==> src/rtl/swt_pkg.sv <==
// Package: shared constants and the register-select type of the stopwatch.
// Assumes digits are 4-bit BCD and the register port is at least 4 bits wide.
package swt_pkg;
    localparam int BCD_LAST = 9;
    localparam int RUN_BIT  = 0;
    localparam int CLR_BIT  = 1;

    typedef enum logic [2:0] {
        SEL_DIGIT = 3'd0,
        SEL_CTRL  = 3'd1,
        SEL_MASK  = 3'd2,
        SEL_FLAG  = 3'd3,
        SEL_NONE  = 3'd4
    } swt_sel_e;
endpackage

==> src/rtl/swt_bcd_digit.sv <==
// Module: one BCD decade counter stage with synchronous clear.
// Assumes inc is a one-cycle enable. wrap reports the 9-to-0 step, which
// feeds the next stage. clr has priority over inc.
module swt_bcd_digit #(
    parameter int DIGIT_W = 4
) (
    input  logic               clk,
    input  logic               rst_n,
    input  logic               clr,
    input  logic               inc,
    output logic [DIGIT_W-1:0] val,
    output logic               wrap
);
    import swt_pkg::*;

    localparam logic [DIGIT_W-1:0] LAST = DIGIT_W'(BCD_LAST);

    // Carry out: asserted while this stage steps from its last value.
    assign wrap = inc && (val == LAST);

    // Digit register: clear, wrap to zero, or step by one.
    always_ff @(posedge clk) begin
        if (!rst_n) begin
            val <= '0;
        end else if (clr) begin
            val <= '0;
        end else if (inc) begin
            val <= wrap ? '0 : val + DIGIT_W'(1);
        end
    end
endmodule

==> src/rtl/swt_flags.sv <==
// Module: sticky interrupt factor flags with read-to-clear.
// Assumes set_ev pulses for one cycle per event. A set in the same cycle as
// a read-clear wins, so no event is lost.
module swt_flags #(
    parameter int N_FLAGS = 2
) (
    input  logic               clk,
    input  logic               rst_n,
    input  logic [N_FLAGS-1:0] set_ev,
    input  logic               rd_clr,
    output logic [N_FLAGS-1:0] flags_q
);
    logic [N_FLAGS-1:0] kept;

    // Bits that survive this cycle's read-clear.
    assign kept = rd_clr ? '0 : flags_q;

    // Flag register: keep or clear, then OR in new events.
    always_ff @(posedge clk) begin
        if (!rst_n) begin
            flags_q <= '0;
        end else begin
            flags_q <= kept | set_ev;
        end
    end
endmodule

==> src/rtl/swt_regs.sv <==
// Module: register decode, control and enable storage, and the read mux.
// Map: digits at 0..N_DIGITS-1, control at N_DIGITS, enables at N_DIGITS+1,
// flags at N_DIGITS+2. Assumes N_DIGITS <= DATA_W and DIGIT_W <= DATA_W.
module swt_regs #(
    parameter int N_DIGITS = 2,
    parameter int DIGIT_W  = 4,
    parameter int ADDR_W   = 3,
    parameter int DATA_W   = 4
) (
    input  logic                         clk,
    input  logic                         rst_n,
    input  logic [ADDR_W-1:0]            reg_addr,
    input  logic [DATA_W-1:0]            reg_wdata,
    input  logic                         reg_we,
    input  logic                         reg_re,
    input  logic [N_DIGITS*DIGIT_W-1:0]  digits,
    input  logic [N_DIGITS-1:0]          flags,
    output logic                         run_q,
    output logic                         clr_req,
    output logic [N_DIGITS-1:0]          mask_q,
    output logic                         flags_rd,
    output logic [DATA_W-1:0]            reg_rdata
);
    import swt_pkg::*;

    localparam int CTRL_A = N_DIGITS;
    localparam int MASK_A = N_DIGITS + 1;
    localparam int FLAG_A = N_DIGITS + 2;

    swt_sel_e sel;

    // Address decode into a register select.
    always_comb begin
        if (reg_addr < ADDR_W'(N_DIGITS))           sel = SEL_DIGIT;
        else if (reg_addr == ADDR_W'(CTRL_A))       sel = SEL_CTRL;
        else if (reg_addr == ADDR_W'(MASK_A))       sel = SEL_MASK;
        else if (reg_addr == ADDR_W'(FLAG_A))       sel = SEL_FLAG;
        else                                        sel = SEL_NONE;
    end

    // Strobes that leave this block: clear request and flag read.
    assign clr_req  = reg_we && (sel == SEL_CTRL) && reg_wdata[CLR_BIT];
    assign flags_rd = reg_re && (sel == SEL_FLAG);

    // Run bit storage.
    always_ff @(posedge clk) begin
        if (!rst_n) begin
            run_q <= 1'b0;
        end else if (reg_we && (sel == SEL_CTRL)) begin
            run_q <= reg_wdata[RUN_BIT];
        end
    end

    // Interrupt enable storage.
    always_ff @(posedge clk) begin
        if (!rst_n) begin
            mask_q <= '0;
        end else if (reg_we && (sel == SEL_MASK)) begin
            mask_q <= reg_wdata[N_DIGITS-1:0];
        end
    end

    // Read mux: the addressed register, zero-extended.
    always_comb begin
        reg_rdata = '0;
        unique case (sel)
            SEL_DIGIT: begin
                for (int i = 0; i < N_DIGITS; i++) begin
                    if (reg_addr == ADDR_W'(i)) begin
                        reg_rdata[DIGIT_W-1:0] = digits[i*DIGIT_W +: DIGIT_W];
                    end
                end
            end
            SEL_CTRL: reg_rdata[RUN_BIT]        = run_q;
            SEL_MASK: reg_rdata[N_DIGITS-1:0]   = mask_q;
            SEL_FLAG: reg_rdata[N_DIGITS-1:0]   = flags;
            default:  reg_rdata                 = '0;
        endcase
    end
endmodule

==> src/rtl/swt_unit.sv <==
// Module: stopwatch top. A chain of BCD stages counts gated 100 Hz ticks.
// Each stage's wrap sets one sticky flag, and irq is the enabled OR of the
// flags. Assumes tick_100hz is a one-cycle enable.
module swt_unit #(
    parameter int N_DIGITS = 2,
    parameter int DIGIT_W  = 4,
    parameter int ADDR_W   = 3,
    parameter int DATA_W   = 4
) (
    input  logic              clk,
    input  logic              rst_n,
    input  logic              tick_100hz,
    input  logic [ADDR_W-1:0] reg_addr,
    input  logic [DATA_W-1:0] reg_wdata,
    input  logic              reg_we,
    input  logic              reg_re,
    output logic [DATA_W-1:0] reg_rdata,
    output logic              irq
);
    logic                        run_q;
    logic                        clr_req;
    logic                        flags_rd;
    logic [N_DIGITS-1:0]         mask_q;
    logic [N_DIGITS-1:0]         flags_q;
    logic [N_DIGITS*DIGIT_W-1:0] digit_vals;
    logic [N_DIGITS:0]           carry;

    // Count enable of the first stage; a clear drops the tick.
    assign carry[0] = tick_100hz && run_q && !clr_req;

    // Cascade of decade stages, each enabled by the previous wrap.
    for (genvar g = 0; g < N_DIGITS; g++) begin : g_digit
        swt_bcd_digit #(.DIGIT_W(DIGIT_W)) digit_i (
            .clk   (clk),
            .rst_n (rst_n),
            .clr   (clr_req),
            .inc   (carry[g]),
            .val   (digit_vals[g*DIGIT_W +: DIGIT_W]),
            .wrap  (carry[g+1])
        );
    end

    swt_flags #(.N_FLAGS(N_DIGITS)) flags_i (
        .clk     (clk),
        .rst_n   (rst_n),
        .set_ev  (carry[N_DIGITS:1]),
        .rd_clr  (flags_rd),
        .flags_q (flags_q)
    );

    swt_regs #(
        .N_DIGITS (N_DIGITS),
        .DIGIT_W  (DIGIT_W),
        .ADDR_W   (ADDR_W),
        .DATA_W   (DATA_W)
    ) regs_i (
        .clk       (clk),
        .rst_n     (rst_n),
        .reg_addr  (reg_addr),
        .reg_wdata (reg_wdata),
        .reg_we    (reg_we),
        .reg_re    (reg_re),
        .digits    (digit_vals),
        .flags     (flags_q),
        .run_q     (run_q),
        .clr_req   (clr_req),
        .mask_q    (mask_q),
        .flags_rd  (flags_rd),
        .reg_rdata (reg_rdata)
    );

    // Interrupt request: any flag whose enable is set.
    assign irq = |(flags_q & mask_q);
endmodule

==> config.mk <==
export PLATFORM = sky130hd
export DESIGN_NAME = swt_unit
export DESIGN_NICKNAME = d
export VERILOG_FILES = /design/src/rtl/swt_pkg.sv /design/src/rtl/swt_bcd_digit.sv /design/src/rtl/swt_flags.sv /design/src/rtl/swt_regs.sv /design/src/rtl/swt_unit.sv
export SDC_FILE = /design/constraint.sdc
export NUM_CORES = 1
export LEC_CHECK = 0
export BUFFER_PORTS_ARGS = -buffer_cell sky130_fd_sc_hd__buf_2
export CAP_MARGIN = 30
export CORE_MARGIN = 8
export CORE_UTILIZATION = 47
export DETAILED_ROUTE_END_ITERATION = 8
export GPL_TIMING_DRIVEN = 0
export PLACE_DENSITY = 0.67
export SLEW_MARGIN = 10
export SYNTH_ARGS = -nofsm -noshare
export SYNTH_HDL_FRONTEND = slang
export SYNTH_SLANG_ARGS = --single-unit
==> constraint.sdc <==
create_clock -name clk -period 1.5 [get_ports clk]
set_input_delay 0.3 -clock clk [delete_from_list [all_inputs] [get_ports clk]]
set_output_delay 0.3 -clock clk [all_outputs]
set_load 0.01 [all_outputs]
======== Word-level counts from Yosys, hierarchy flattened ========
Index checks and enable logic that the tools add are counted.
operators by class
  $add $sub $neg .......................... 2
  $lt $le $gt $ge ......................... 1
  equal/unequal tests ..................... 9
  mux-type cells .......................... 12
  bitwise gates (word level) .............. 3
  reduce and logical (&&, ||, !) cells .... 13
operators by type and width
  cell                   count
  $mux W4                4
  $eq A3 B2 Y1 const B   4
  $mux W3                4
  $add A4 B1 Y4 const B  2
  $eq A4 B4 Y1 const B   2
  $logic_and A1 B1 Y1    8
  $eq A3 B1 Y1 const B   2
  $logic_not A3 Y1       2
  $mux W2                2
  $pmux W1 S4            1
  $reduce_or A2 Y1       2
  $eq A3 B3 Y1 const B   1
  $lt A3 B2 Y1 const B   1
  $pmux W1 S3            1
  $and A2 B2 Y2          1
  $or A2 B2 Y2           1
  $logic_not A1 Y1       1
  $not A1 Y1             1
word-level totals
  register bits after elaboration ......... 13
  output and inout bits ................... 5
  word-level logic and storage cells ...... 45

======== Depth between registers and ports, before layout ========
Gate-level depths: netlist (run 1).
  depth after elaboration ................. 13
  gate-level depth with buffers ........... 6
  gate-level depth less buffers ........... 6

======== Hierarchy ========
Synthesis (run 1) repeated with hierarchy kept, for this count alone.
unflattened totals
  cell total of the unflattened synthesis .. 86
  area total of the unflattened synthesis .. 792.0 sq um
by module, submodules not included
  module         instances  cells each  area each (sq um)  seq. area each (sq um)
  swt_bcd_digit  2          23          209.0              80.1
  swt_regs       1          32          289.0              60.1
  swt_flags      1          6           67.6               40.0
  swt_unit       1          2           17.5               0.0

======== Worst setup path before layout (run 1) ========
No wires, ideal clock.
  kind .................................... input to register
  from .................................... input port reg_addr[0]
  to ...................................... register flags_i.flags_q[1]
  setup time .............................. 0.115 ns
  arrival time ............................ 1.288 ns
  data required time ...................... 1.385 ns
  path slack .............................. 0.097 ns
  stages .................................. 5
  path buffers ............................ 1
  cell sequence ........................... buf_4 > and4bb_4 > a211oi_2 > a22o_1 > and2_1
between the ends
  cells in the longest elaborated chain, start to end .. 13
RTL lines
  item                              RTL line             text
  start, declared                   swt_unit.sv:13       input logic [ADDR_W-1:0] reg_addr,
  $eq A3 B3 Y1                      swt_regs.sv:37       else if (reg_addr == ADDR_W'(FLAG_A)) sel = SEL_FLAG;
  $mux W3                           swt_regs.sv:37
  $mux W3                           swt_regs.sv:36       else if (reg_addr == ADDR_W'(MASK_A)) sel = SEL_MASK;
  $mux W3                           swt_regs.sv:35       else if (reg_addr == ADDR_W'(CTRL_A)) sel = SEL_CTRL;
  $mux W3 *                         swt_regs.sv:34       if (reg_addr < ADDR_W'(N_DIGITS)) sel = SEL_DIGIT;
  $eq A3 B1 Y1                      swt_regs.sv:42       assign clr_req = reg_we && (sel == SEL_CTRL) && reg_wdata[CLR_BIT];
  $logic_and A1 B1 Y1 (2 in a row)  swt_regs.sv:42
  $logic_not A1 Y1                  swt_unit.sv:29       assign carry[0] = tick_100hz && run_q && !clr_req;
  $logic_and A1 B1 Y1               swt_unit.sv:29
  $logic_and A1 B1 Y1 (2 in a row)  swt_bcd_digit.sv:19  assign wrap = inc && (val == LAST);
  $or A2 B2 Y2 *                    swt_flags.sv:23      flags_q <= kept | set_ev;
  end signal, assigned              swt_flags.sv:23
  end, declared                     swt_flags.sv:11      output logic [N_FLAGS-1:0] flags_q
Mark *: on every way between the ends. The rest lies on a longest branch, timed or not.
A chain may end at the register's enable or synchronous reset.

======== Worst setup path in the final report (run 1) ========
  from .................................... register g_digit[0].digit_i.val[0]
  to ...................................... output port reg_rdata[0]
between the ends
  cells in the longest elaborated chain, start to end .. 3
RTL lines
  item                    RTL line             text
  start, declared         swt_bcd_digit.sv:11  output logic [DIGIT_W-1:0] val,
  start signal, assigned  swt_bcd_digit.sv:28  val <= wrap ? '0 : val + DIGIT_W'(1);
  $mux W4 (2 in a row)    swt_regs.sv:69       if (reg_addr == ADDR_W'(i)) begin
  $pmux W1 S4             swt_regs.sv:66       unique case (sel)
  end, declared           swt_unit.sv:17       output logic [DATA_W-1:0] reg_rdata,
No other way between the ends.

==> results.md, run 1 <==
STA:
- The number of setup violations in the final report is 1.
- Of the available clock period, the critical path in the final layout requires 1.09.
- For the pin with the worst max-slew slack, the measured transition is 0.528 ns.
- Setup repair after global routing could not meet its margin everywhere.
- The number of pins exceeding their max-slew limit in the final report is 0.
- The worst hold slack across all endpoints is 0.281 ns.
- The top achievable clock speed is 611 MHz.
- The number of hold-slack violations in the final timing report was 0.
- For the finished layout, the period the worst path requires is 1.64 ns.
- The worst pin sits at a relative slew slack of 0.648.
- Across the routed clock network, the largest skew measured is 0.00905 ns.
- Once routing completed, OpenROAD measured the worst setup slack at -0.138 ns.
- For the final routed database, the setup TNS stands at -0.138 ns.

Final layout:
- 0 antenna diodes ended up in the layout.
- The final design area excluding fillers is 1030 sq um.
- The layout has 147 filler cells.
- From synthesis to final layout, the design area changed by 23.1%.
- For this run, the post-layout net count is 128.
- The commonest non-fill, non-tap cell in the layout is sky130_fd_sc_hd__buf_2.
- The fraction of final layout cells sized beyond drive strength 1 is 0.360.
- In the layout the commonest cells are 10 x sky130_fd_sc_hd__buf_2, 8 x sky130_fd_sc_hd__nand3_1, 8 x sky130_fd_sc_hd__dfxtp_1.

Synthesis:
- The synthesis warning total is 0.
- After synthesis the netlist holds a flip-flop and latch count of 13.
- The post-synthesis instance area is 841 sq um.
- Dividing the synthesized area by the synthesized cell count gives 9.34 sq um.
- The portion of synthesized cell area occupied by the leading cell type is 0.310.
- Of the synthesized area, sequential elements account for 0.310.
- For this run, asynchronously set or reset flops after synthesis account for 0.
- Sorting the synthesized cells by area gives the leading types as sky130_fd_sc_hd__dfxtp_1 31%, sky130_fd_sc_hd__xnor2_1 6.2%, sky130_fd_sc_hd__ha_1 6.0%, sky130_fd_sc_hd__mux2i_1 6.0%, sky130_fd_sc_hd__nand3_1 4.8%.
- The cell count after synthesis came out at 90.
- The count of different cell masters after synthesis is 33.
- The synthesized design contains 0 enable-type register cells.
- The most frequently used flop master after synthesis is sky130_fd_sc_hd__dfxtp_1.
- The number of nets in the synthesized netlist is 106.
- The largest area contributor in the netlist is sky130_fd_sc_hd__dfxtp_1.

Drt:
- For this run, design rule violations remaining after detail routing come to 0.
- The number of iterations in the first detailed-routing pass is 4.
- Dividing the detail-routed wire length by the instance count gives 13.6 um.
- Summing over every cut layer, the via total after detailed routing is 723.
- In this run, the number of DRC markers left after iteration 0 of detailed routing was 10.
- Using the TritonRoute via totals, the vias-per-cell ratio works out to 5.32.
- After detailed routing, the total wire length is 1850 um.
- The post-detailed-route count of antenna-violating nets is 0.

Global route:
- The pin count of the biggest net entering global routing is 11.
- The total congestion overflow is 0.
- The first global-routing pass estimated 3100 um of wire.
- The number of global-route vias before repair is 687.
- The overall track demand over capacity in global routing is 0.115.
- The number of antenna violations at the first check in global routing is 0.

Setup path:
- The critical path data required time is 1.20 ns.
- At the worst endpoint, the arrival time is 1.34 ns.
- The startpoint class of the critical path is a register.
- The path depth of the worst reg2reg path is 7.
- Of all nets on the critical path, the largest fanout is 3.
- The endpoint class of the critical path is a primary output.
- The worst setup path category is reg2out.

Power:
- The power density of the placed cells is 606 nW/um^2.
- Summing internal, switching and leakage power gives 627 uW.
- The worst-case vdd ir drop is 0.000557 V.
- The standby leakage power is 0.400 nW.

Hold path:
- The path class of the tightest hold or removal check is in2reg.
- The cell depth of the worst hold path is 3.

Floorplanning:
- The initial utilization of the core area, before any placement, comes to 0.492.
- The die height is 58.3 um.
- The floorplan has 15 rows.
- The placeable core area is 1710 sq um.
- The total die area is 3400 sq um.
- In this run the count of I/O pins placed on the die edge is 17.
- The die width is 58.3 um.

CTS:
- The TritonCTS clock tree is built.
- After clock tree synthesis, the clock-pin slew on the worst setup and hold paths is 0.08 ns.
- No sink is reached through more buffers than the 2 on the longest clock path.
- The number of clock sinks is 13.
- CTS built an H-tree with a depth of 1.
- The CTS buffer count is 3.
- The number of hold buffers added after CTS is 0.
- The buffer cell driving the clock tree root is sky130_fd_sc_hd__clkbuf_4.
- At the later pin of the worst-skew pair, clock insertion delay measures 0.28 ns.

Place:
- Prior to clock tree synthesis, the placed netlist has a worst setup slack of -0.101 ns.
- After detailed placement, the total cell area comes to 922 sq um.
- After legalization and detailed placement, the total HPWL measured 1340 um.
- The placer's final routability congestion estimate is 0.781.
- The number of I/O port buffers is 10.

Run status:
- The final reports fail on negative setup slack.
- The flow ran to the end, but the final reports show violations.

Job:
- The count of max-cap constraint violations is 0.
## registers in the layout, indices dropped and copies added (netlist names)
name / cells
g_digit.digit_i.val: 8
flags_i.flags_q: 2
regs_i.mask_q: 2
regs_i.run_q: 1
## where the power goes
| part | switching, mW | total [mW] | internal (mW) |
|---|---|---|---|
| Clock | 0.112 | 0.215 | 0.103 |
| Sequential | 0.00201 | 0.346 | 0.344 |
| Combinational | 0.0352 | 0.0664 | 0.0313 |
| Total | 0.149 | 0.627 | 0.478 |
## critical path, stage by stage (launching register included)
cell	delay, ns
sky130_fd_sc_hd__dfxtp_4	0.36
sky130_fd_sc_hd__mux4_2	0.46
sky130_fd_sc_hd__inv_2	0.07
sky130_fd_sc_hd__o21ai_2	0.04
sky130_fd_sc_hd__buf_2	0.13
## cell usage after synthesis (2+ instances only)
library cell,n
sky130_fd_sc_hd__o21ai_0,3
sky130_fd_sc_hd__inv_1,4
sky130_fd_sc_hd__a21oi_1,4
sky130_fd_sc_hd__dfxtp_1,13
sky130_fd_sc_hd__nand2_1,5
sky130_fd_sc_hd__a211oi_2,2
sky130_fd_sc_hd__nor3_1,5
sky130_fd_sc_hd__nor2_1,7
sky130_fd_sc_hd__mux2i_1,5
sky130_fd_sc_hd__nand3_1,8
sky130_fd_sc_hd__ha_1,4
sky130_fd_sc_hd__nor2b_1,3
sky130_fd_sc_hd__xnor2_1,6
sky130_fd_sc_hd__a22o_1,2
## routing by layer
metal	routed length, um	share of wire	track usage
met3	117	0.063	0.0326
met1	858	0.46	0.144
met4	13	0.0070	0.0524
met5	0	0	0
met2	860	0.46	0.178
## cell families after synthesis
kind of cell	synth area share
compound gates	0.177
xor+xnor	0.0625
fa+ha+maj	0.0595
buf+inv	0.0684
flops	0.310
mux	0.0863
simple gates	0.237
## final cells by class
type | count | area (sq um) | area share
Multi-Input combinational cell | 69 | 542 | 0.524
Sequential cell | 13 | 272 | 0.262
Timing Repair Buffer | 17 | 106 | 0.103
Buffer | 4 | 42.5 | 0.0411
Tap cell | 25 | 31.3 | 0.0302
Clock buffer | 4 | 26.3 | 0.0254
Inverter | 4 | 15.0 | 0.0145
## stage by stage
step,util,cells
after global placement,0.540,125
after detailed placement,0.540,125
after global routing,0.606,136
final,0.606,136
after CTS,0.583,134
after floorplan,-,90
## final timing paths
path / startpoint / to / slack [ns]
setup / recovery: g_digit[0].digit_i.val[0] / reg_rdata[0] / -0.14
hold reg to reg: regs_i.run_q / regs_i.run_q / 0.51
setup reg to reg: g_digit[0].digit_i.val[0] / flags_i.flags_q[1] / 0.04
hold / removal: reg_wdata[0] / regs_i.run_q / 0.28
## repair_timing
action                                  in CTS  in global routing
gates resized for setup                      8                  7
pin swaps                                    1                  1
endpoints found under the setup margin       8                  4
hold endpoints to repair                     0                  0
buffers inserted                             5                  2
No activity file was read; power rests on OpenSTA's default activity.
==> inputs of run 2 (changes only) <==
- CTS_CLUSTER_SIZE: not set -> 16
- PLACE_DENSITY: 0.67 -> 0.7
- TNS_END_PERCENT: not set -> 1
- clock period: 1.5 -> 1.35 ns (I/O delays scaled with it)
==> run 2 against run 1 <==
The flow still finishes with violations (negative setup slack). Worst hold slack worse by 0.054 ns. Critical path depth stayed put. Die area stayed put. Final cell count is 3.7% lower. Total power is 13% higher. Non-clock buffer count is 5 lower. Via count is 4.0% lower. Critical endpoint unchanged. Largest cell class unchanged.
==> results.md, run 2 (same netlist as run 1, synthesis figures left out) <==
Place:
- The post-place instance area is 922 sq um (unchanged).
- The placer's final routability congestion estimate is 0.786 (+0.59%).
- The number of I/O port buffers is 10 (unchanged).
- The detailed placement HPWL is 1350 um (+0.16%).

Global route:
- The overall track demand over capacity in global routing was 0.122 (+0.00672).
- The number of antenna violations at the first check in global routing is 0 (unchanged).
- The global-route wire length before repair is 3230 um (+4.2%).
- The number of global-route vias before repair was 715 (+4.1%).
- The total congestion overflow is 0 (unchanged).
- The pin count of the biggest net entering global routing is 11 (unchanged).

Floorplanning:
- The placeable core area is 1710 sq um (unchanged).
- The placement row count is 15 (unchanged).
- The total die area is 3400 sq um (unchanged).
- The initial core utilization is 0.492 (unchanged).
- The die height is 58.3 um (unchanged).
- The die width is 58.3 um (unchanged).
- The number of top-level design ports is 17 (unchanged).

Power:
- The worst-case vdd ir drop was 0.000403 V (-28%).
- The total power is 705 uW (+13%).
- The standby leakage power is 0.370 nW (-7.4%).
- The power density of the placed cells is 711 nW/um^2 (+17%).

STA:
- The top achievable clock speed is 614 MHz.
- The final critical-path share of the clock period is 1.21.
- Setup repair after global routing could not meet its margin everywhere.
- The number of setup violations in the final report was 11 (+10).
- The total negative slack for setup checks was -1.62 ns (-1.48 ns).
- The transition time at the pin with the least slew margin is 0.472 ns (-0.0559 ns).
- The number of pins exceeding their max-slew limit in the final report is 0 (unchanged).
- The final worst clock skew came to 0.0136 ns (+0.00458 ns).
- The post-route worst setup slack was -0.277 ns (-0.140 ns).
- The routed design could run at a clock period as short as 1.63 ns.
- The number of hold-slack violations in the final timing report is 0 (unchanged).
- The worst slew margin relative to its limit is 0.683 (+0.0352).
- The worst hold slack across all endpoints was 0.226 ns (-0.0543 ns).

CTS:
- The clock latency reported for the late side of the worst-skew pair is 0.29 ns (about the same).
- The clock tree buffer depth is 2 (unchanged).
- The TritonCTS clock tree is built.
- The CTS buffer count came to 3 (unchanged).
- The number of H-tree levels is 1 (unchanged).
- The number of clock sinks is 13 (unchanged).
- CTS placed an instance of sky130_fd_sc_hd__clkbuf_4 at the clock tree root.
- The clock transition at the registers of the reported paths is 0.09 ns (about the same).

Drt:
- The iteration-0 DRC count of the detailed router is 13 (+3).
- The average wire length per cell after detail routing came to 13.6 um (+0.34%).
- The final routed DRC violation total came to 0 (unchanged).
- The post-detailed-route count of antenna-violating nets is 0 (unchanged).
- The post-detailed-routing wire length is 1790 um (-3.4%).
- The number of iterations in the first detailed-routing pass is 4 (unchanged).
- The number of vias in the routed layout is 694 (-4.0%).
- The number of vias per cell is 5.30 (-0.35%).

Setup path:
- Traced cell by cell, the critical path runs through mux4_2 -> inv_2 -> o21ai_2 -> buf_2.
- The top fanout value on the critical path is 4 (+1).
- The endpoint class of the critical path is a primary output.
- The critical path data required time was 1.08 ns (-0.12 ns).
- The critical path data arrival time is 1.36 ns (+0.02 ns).
- The endpoint identified for the worst register-to-register timing path is g_digit[1].digit_i.val[2].
- The largest incremental delay on the critical path was 0.46 ns (about the same).
- The slack of the worst reg-to-reg path is -0.23 ns (-0.27 ns).
- The worst reg2reg path startpoint is g_digit[0].digit_i.val[0].
- Among cell families on the critical path, the largest total delay comes from multiplexers.
- The worst setup path category is reg2out.
- The critical path startpoint is g_digit[0].digit_i.val[0].
- The slowest cell on the critical path is sky130_fd_sc_hd__mux4_2.
- The buffer and inverter count on the worst path is 2 (unchanged).
- The startpoint class of the critical path is a register.
- The path depth of the worst reg2reg path is 6 (-1).

Final layout:
- In the layout the commonest cells are 10 x sky130_fd_sc_hd__buf_2, 8 x sky130_fd_sc_hd__nand3_1, 6 x sky130_fd_sc_hd__nor2_1, 6 x sky130_fd_sc_hd__xnor2_1, 6 x sky130_fd_sc_hd__dfxtp_2.
- The diode insertion count for antenna repair is 0 (unchanged).
- The flip-flop count of the largest register, all copies and words added is 8 (unchanged).
- The final design area excluding fillers is 992 sq um (-4.1%).
- The filler cell count in the final layout came to 152 (+3.4%).
- The largest registers in the layout are g_digit.digit_i.val x8, flags_i.flags_q x2, regs_i.mask_q x2.
- The net count reported at finish was 123 (-3.9%).
- The fraction of final layout cells sized beyond drive strength 1 came to 0.368 (+0.00756).
- More flip-flops sit in one register than any other, and that register is g_digit.digit_i.val.
- The post-layout utilization of the core is 0.581 (-0.0249).
- The layout-stage area growth over the synthesis result is 18.0%.
- The commonest non-fill, non-tap cell in the layout is sky130_fd_sc_hd__buf_2.

Run status:
- The checks that failed: negative setup slack.
- The run finished, with violations left.

Hold path:
- In this run the most critical hold path is launched from reg_wdata[0].
- The path category of the worst min-delay check is in2reg.
- The worst hold path terminates at regs_i.run_q.
- The cell depth of the worst hold path was 3 (unchanged).

Job:
- The count of max-cap constraint violations is 0 (unchanged).
[run 2: cell count changes in the layout (fill, tap and decap cells not counted)]
cell	previous run	this run
sky130_fd_sc_hd__a211oi_1	0	1
sky130_fd_sc_hd__a211oi_4	1	0
sky130_fd_sc_hd__buf_4	7	3
sky130_fd_sc_hd__buf_6	2	1
sky130_fd_sc_hd__dfxtp_1	8	4
sky130_fd_sc_hd__dfxtp_2	3	6
sky130_fd_sc_hd__dfxtp_4	2	3
sky130_fd_sc_hd__mux2i_1	5	4
sky130_fd_sc_hd__mux2i_2	0	1
[run 2: tightest hold or removal path, cell delays in order]
cell and delay [ns]:
sky130_fd_sc_hd__buf_2 0.11, sky130_fd_sc_hd__nand2_1 0.05, sky130_fd_sc_hd__a21boi_0 0.06
[run 2: how the worst max path moves through the flow]
stage,cells past startpoint,endpoint,slack (ns)
2_1_floorplan,5,flags_i.flags_q[1],-0.02
3_3_place_gp,5,g_digit[1].digit_i.val[2],-0.25
3_5_place_dp,5,g_digit[1].digit_i.val[2],-0.22
4_1_cts,4,reg_rdata[0],-0.28
5_1_grt,4,reg_rdata[0],-0.35
6_report,4,reg_rdata[0],-0.28
[run 2: what timing repair did]
item	4_1_cts	5_1_grt
pin swaps	3	0
hold buffers	0	0
setup buffers	2	0
resized for setup	12	6
endpoints found under the setup margin	13	13
[run 2: stage by stage]
step           cells  setup WS (ns)
3_5_place_dp     125         -0.221
3_3_place_gp     125         -0.246
2_1_floorplan     90        -0.0232
6_report         131         -0.277
4_1_cts          131         -0.280
5_1_grt          131         -0.347
[run 2: per-layer routing]
metal,up-vias,track usage,wire length [um]
met5,-,0,0
met4,0,0.0699,22
met3,3,0.0478,105
met2,18,0.180,806
met1,322,0.146,853
li1,351,-,-
[run 2: cell type report]
cell class	count	area, sq um	area share
well taps	25	31.3	0.0315
multi-input cells	69	533	0.537
clock buffers	4	26.3	0.0265
plain buffers	4	42.5	0.0429
repair buffers	12	65.1	0.0656
inverters	4	15.0	0.0151
flip-flops and latches	13	279	0.281
[run 2: report_power, final]
part,total (mW),switching [mW],internal (mW)
Sequential,0.382,0.00211,0.380
Combinational,0.0728,0.0380,0.0348
Clock,0.250,0.135,0.115
Total,0.705,0.176,0.529
==> inputs of run 3 (changes only) <==
- PLACE_DENSITY: 0.7 -> 0.67
- clock period: 1.35 -> 1.75 ns (I/O delays scaled with it)
==> run 3 against run 2 <==
Sequential power is 22% lower. Die area stayed put. Cell area is 2.8% lower. The flow now finishes without violations. Largest power group unchanged. Utilization is 1.6 points lower. Combinational power is 24% lower.
==> results.md, run 3 (same netlist as run 1, synthesis figures left out) <==
Power:
- The total power is 538 uW (-24%).
- The standby leakage power is 0.363 nW (-1.9%).
- The power share of the combinational group came to 0.103 (about the same).
- The part of the power in registers is 0.554 (+0.012).
- The switching power summed over all nets came to 127 uW (-28%).
- The net switching share of the total power came to 0.237 (-0.0124).
- The internal cell power came to 411 uW (-22%).
- The share of power burned in the clock network is 0.344 (-0.011).
- The power density of the placed cells was 558 nW/um^2 (-22%).
- The worst-case vdd ir drop is 0.000380 V (-5.7%).

Drt:
- The average wire length per cell after detail routing is 13.3 um (-2.8%).
- The post-detailed-routing wire length is 1720 um (-3.6%).
- The final routed DRC violation total was 0 (unchanged).
- The number of vias in the routed layout was 687 (-1.0%).
- The number of vias per cell is 5.28 (-0.25%).
- The iteration-0 DRC count of the detailed router came to 7 (-6).
- The post-detailed-route count of antenna-violating nets was 0 (unchanged).
- The number of iterations in the first detailed-routing pass came to 4 (unchanged).

Setup path:
- The endpoint class of the critical path is a primary output.
- The critical path data required time was 1.40 ns (+0.32 ns).
- The critical path data arrival time came to 1.35 ns (about the same).
- The top fanout value on the critical path is 4 (unchanged).
- Broken down by cell family, the worst path's largest delay share belongs to multiplexers.
- The largest incremental delay on the critical path is 0.47 ns (about the same).
- The worst setup path is of the reg2out kind.
- The signal on the critical path passes through mux4_2 -> inv_2 -> o21ai_2 -> buf_2.
- The worst setup path is launched from a register.
- The buffer and inverter count on the worst path is 2 (unchanged).
- On the critical path, the stage with the largest delay is an instance of sky130_fd_sc_hd__mux4_2.

Global route:
- The overall track demand over capacity in global routing is 0.110 (-0.0116).
- The number of antenna violations at the first check in global routing is 0 (unchanged).
- The pin count of the biggest net entering global routing is 11 (unchanged).
- The total congestion overflow came to 0 (unchanged).
- The layer flagged by global routing as most heavily used is met2.
- The number of global-route vias before repair came to 660 (-7.7%).
- The met1 layer usage reported by global route is 0.142 (-0.00378).
- The global-route wire length before repair is 2950 um (-8.5%).
- The global-route track usage on met2 is 0.157 (-0.0220).
- The met3 track demand over resource in global routing was 0.0348 (-0.0130).

STA:
- The routed design could run at a clock period as short as 1.70 ns.
- The number of setup violations in the final report is 0 (-11).
- The number of hold-slack violations in the final timing report came to 0 (unchanged).
- Setup repair after global routing left no endpoint under its margin.
- The top achievable clock speed is 587 MHz.
- Dividing the final minimum period by the clock period gives 0.973.
- The worst hold slack across all endpoints is 0.334 ns (+0.107 ns).
- The total negative slack for setup checks was 0 ns (+1.62 ns).
- The number of pins exceeding their max-slew limit in the final report was 0 (unchanged).
- The transition time at the pin with the least slew margin is 0.493 ns (+0.0206 ns).
- The final worst clock skew is 0.00901 ns (-0.00462 ns).
- The worst slew margin relative to its limit is 0.669 (-0.0138).

Final layout:
- The largest registers in the layout are g_digit.digit_i.val x8, flags_i.flags_q x2, regs_i.mask_q x2.
- The diode insertion count for antenna repair is 0 (unchanged).
- The post-layout utilization of the core is 0.565 (-0.0161).
- The net count reported at finish is 122 (-0.81%).
- The library cell used most frequently in the layout, excluding fill and tap cells, is sky130_fd_sc_hd__dfxtp_1.
- The filler cell count in the final layout is 156 (+2.6%).
- The layout-stage area growth over the synthesis result is 14.7%.
- The fraction of final layout cells sized beyond drive strength 1 is 0.276 (-0.0917).
- In the layout the commonest cells are 11 x sky130_fd_sc_hd__dfxtp_1, 10 x sky130_fd_sc_hd__buf_2, 8 x sky130_fd_sc_hd__nand3_1.
- More flip-flops sit in one register than any other, and that register is g_digit.digit_i.val.
- The flip-flop count of the largest register, all copies and words added is 8 (unchanged).

Floorplanning:
- The placement row count is 15 (unchanged).
- The die height came to 58.3 um (unchanged).
- The total die area is 3400 sq um (unchanged).
- The placeable core area is 1710 sq um (unchanged).
- The initial core utilization is 0.492 (unchanged).
- The number of top-level design ports is 17 (unchanged).
- The die width is 58.3 um (unchanged).

Place:
- The placer's final routability congestion estimate is 0.781 (-0.59%).
- The number of I/O port buffers came to 10 (unchanged).
- The detailed placement HPWL is 1340 um (-0.16%).

CTS:
- The clock tree buffer depth is 2 (unchanged).
- The number of clock sinks is 13 (unchanged).
- The cell sitting at the root of the clock tree is a sky130_fd_sc_hd__clkbuf_4.
- The number of H-tree levels is 1 (unchanged).
- The clock transition at the registers of the reported paths came to 0.08 ns (about the same).
- The clock latency reported for the late side of the worst-skew pair is 0.28 ns (about the same).
- TritonCTS built the clock tree.
- The CTS buffer count was 3 (unchanged).

Hold path:
- The path class of the tightest hold or removal check is in2reg.

Run status:
- The flow ran to the end, and the final reports show no timing, DRC or antenna violations.

Job:
- The count of max-cap constraint violations was 0 (unchanged).
==> run 3: layout make-up <==
class,count,area [sq um],share of cell area
Clock buffer,4,26.3,0.0272
Buffer,4,42.5,0.0441
Inverter,4,15.0,0.0156
Tap cell,25,31.3,0.0324
Timing Repair Buffer,11,57.6,0.0597
Multi-Input combinational cell,69,527,0.546
Sequential cell,13,265,0.275
==> run 3: worst paths after layout <==
path / from / end / slack [ns] / cells after the start
max: g_digit[0].digit_i.val[0] / reg_rdata[0] / 0.05 / 4
min: reg_wdata[0] / regs_i.run_q / 0.33 / 3
max reg2reg: g_digit[0].digit_i.val[0] / g_digit[1].digit_i.val[0] / 0.15 / 6
min reg2reg: regs_i.run_q / regs_i.run_q / 0.53 / 2
==> run 3: power groups by stage <==
stage | Clock [mW] | Sequential [mW] | Combinational (mW)
floorplan | 0 | 0.306 | 0.0393
global placement | 0 | 0.306 | 0.0534
detailed placement | 0 | 0.306 | 0.0540
CTS | 0.190 | 0.299 | 0.0541
global route | 0.203 | 0.298 | 0.0602
finish | 0.185 | 0.298 | 0.0552
==> run 3: layer usage <==
metal	share of wire	wire length, um
met1	0.49	848
met3	0.063	108
met5	0	0
met4	0.021	37
met2	0.42	730
==> run 3: per-stage QoR <==
stage / std cells / instance area (sq um) / setup slack (ns)
after detailed placement: 125 / 922 / 0.149
after CTS: 129 / 950 / 0.0179
final: 130 / 965 / 0.0468
after global routing: 130 / 965 / 0.00845
after floorplan: 90 / 841 / 0.297
after global placement: 125 / 922 / 0.149
==> run 3: repair_timing <==
| action | 4_1_cts | 5_1_grt |
|---|---|---|
| buffers inserted | 0 | 1 |
| setup endpoints to repair | 1 | 1 |
| hold buffers | 0 | 0 |
| gates resized for setup | 1 | 5 |
| cloned | 0 | 0 |
==> run 3: worst min-delay path, stage by stage <==
cell and delay (ns):
sky130_fd_sc_hd__buf_2 0.10, sky130_fd_sc_hd__nand2_1 0.04, sky130_fd_sc_hd__a21boi_0 0.06
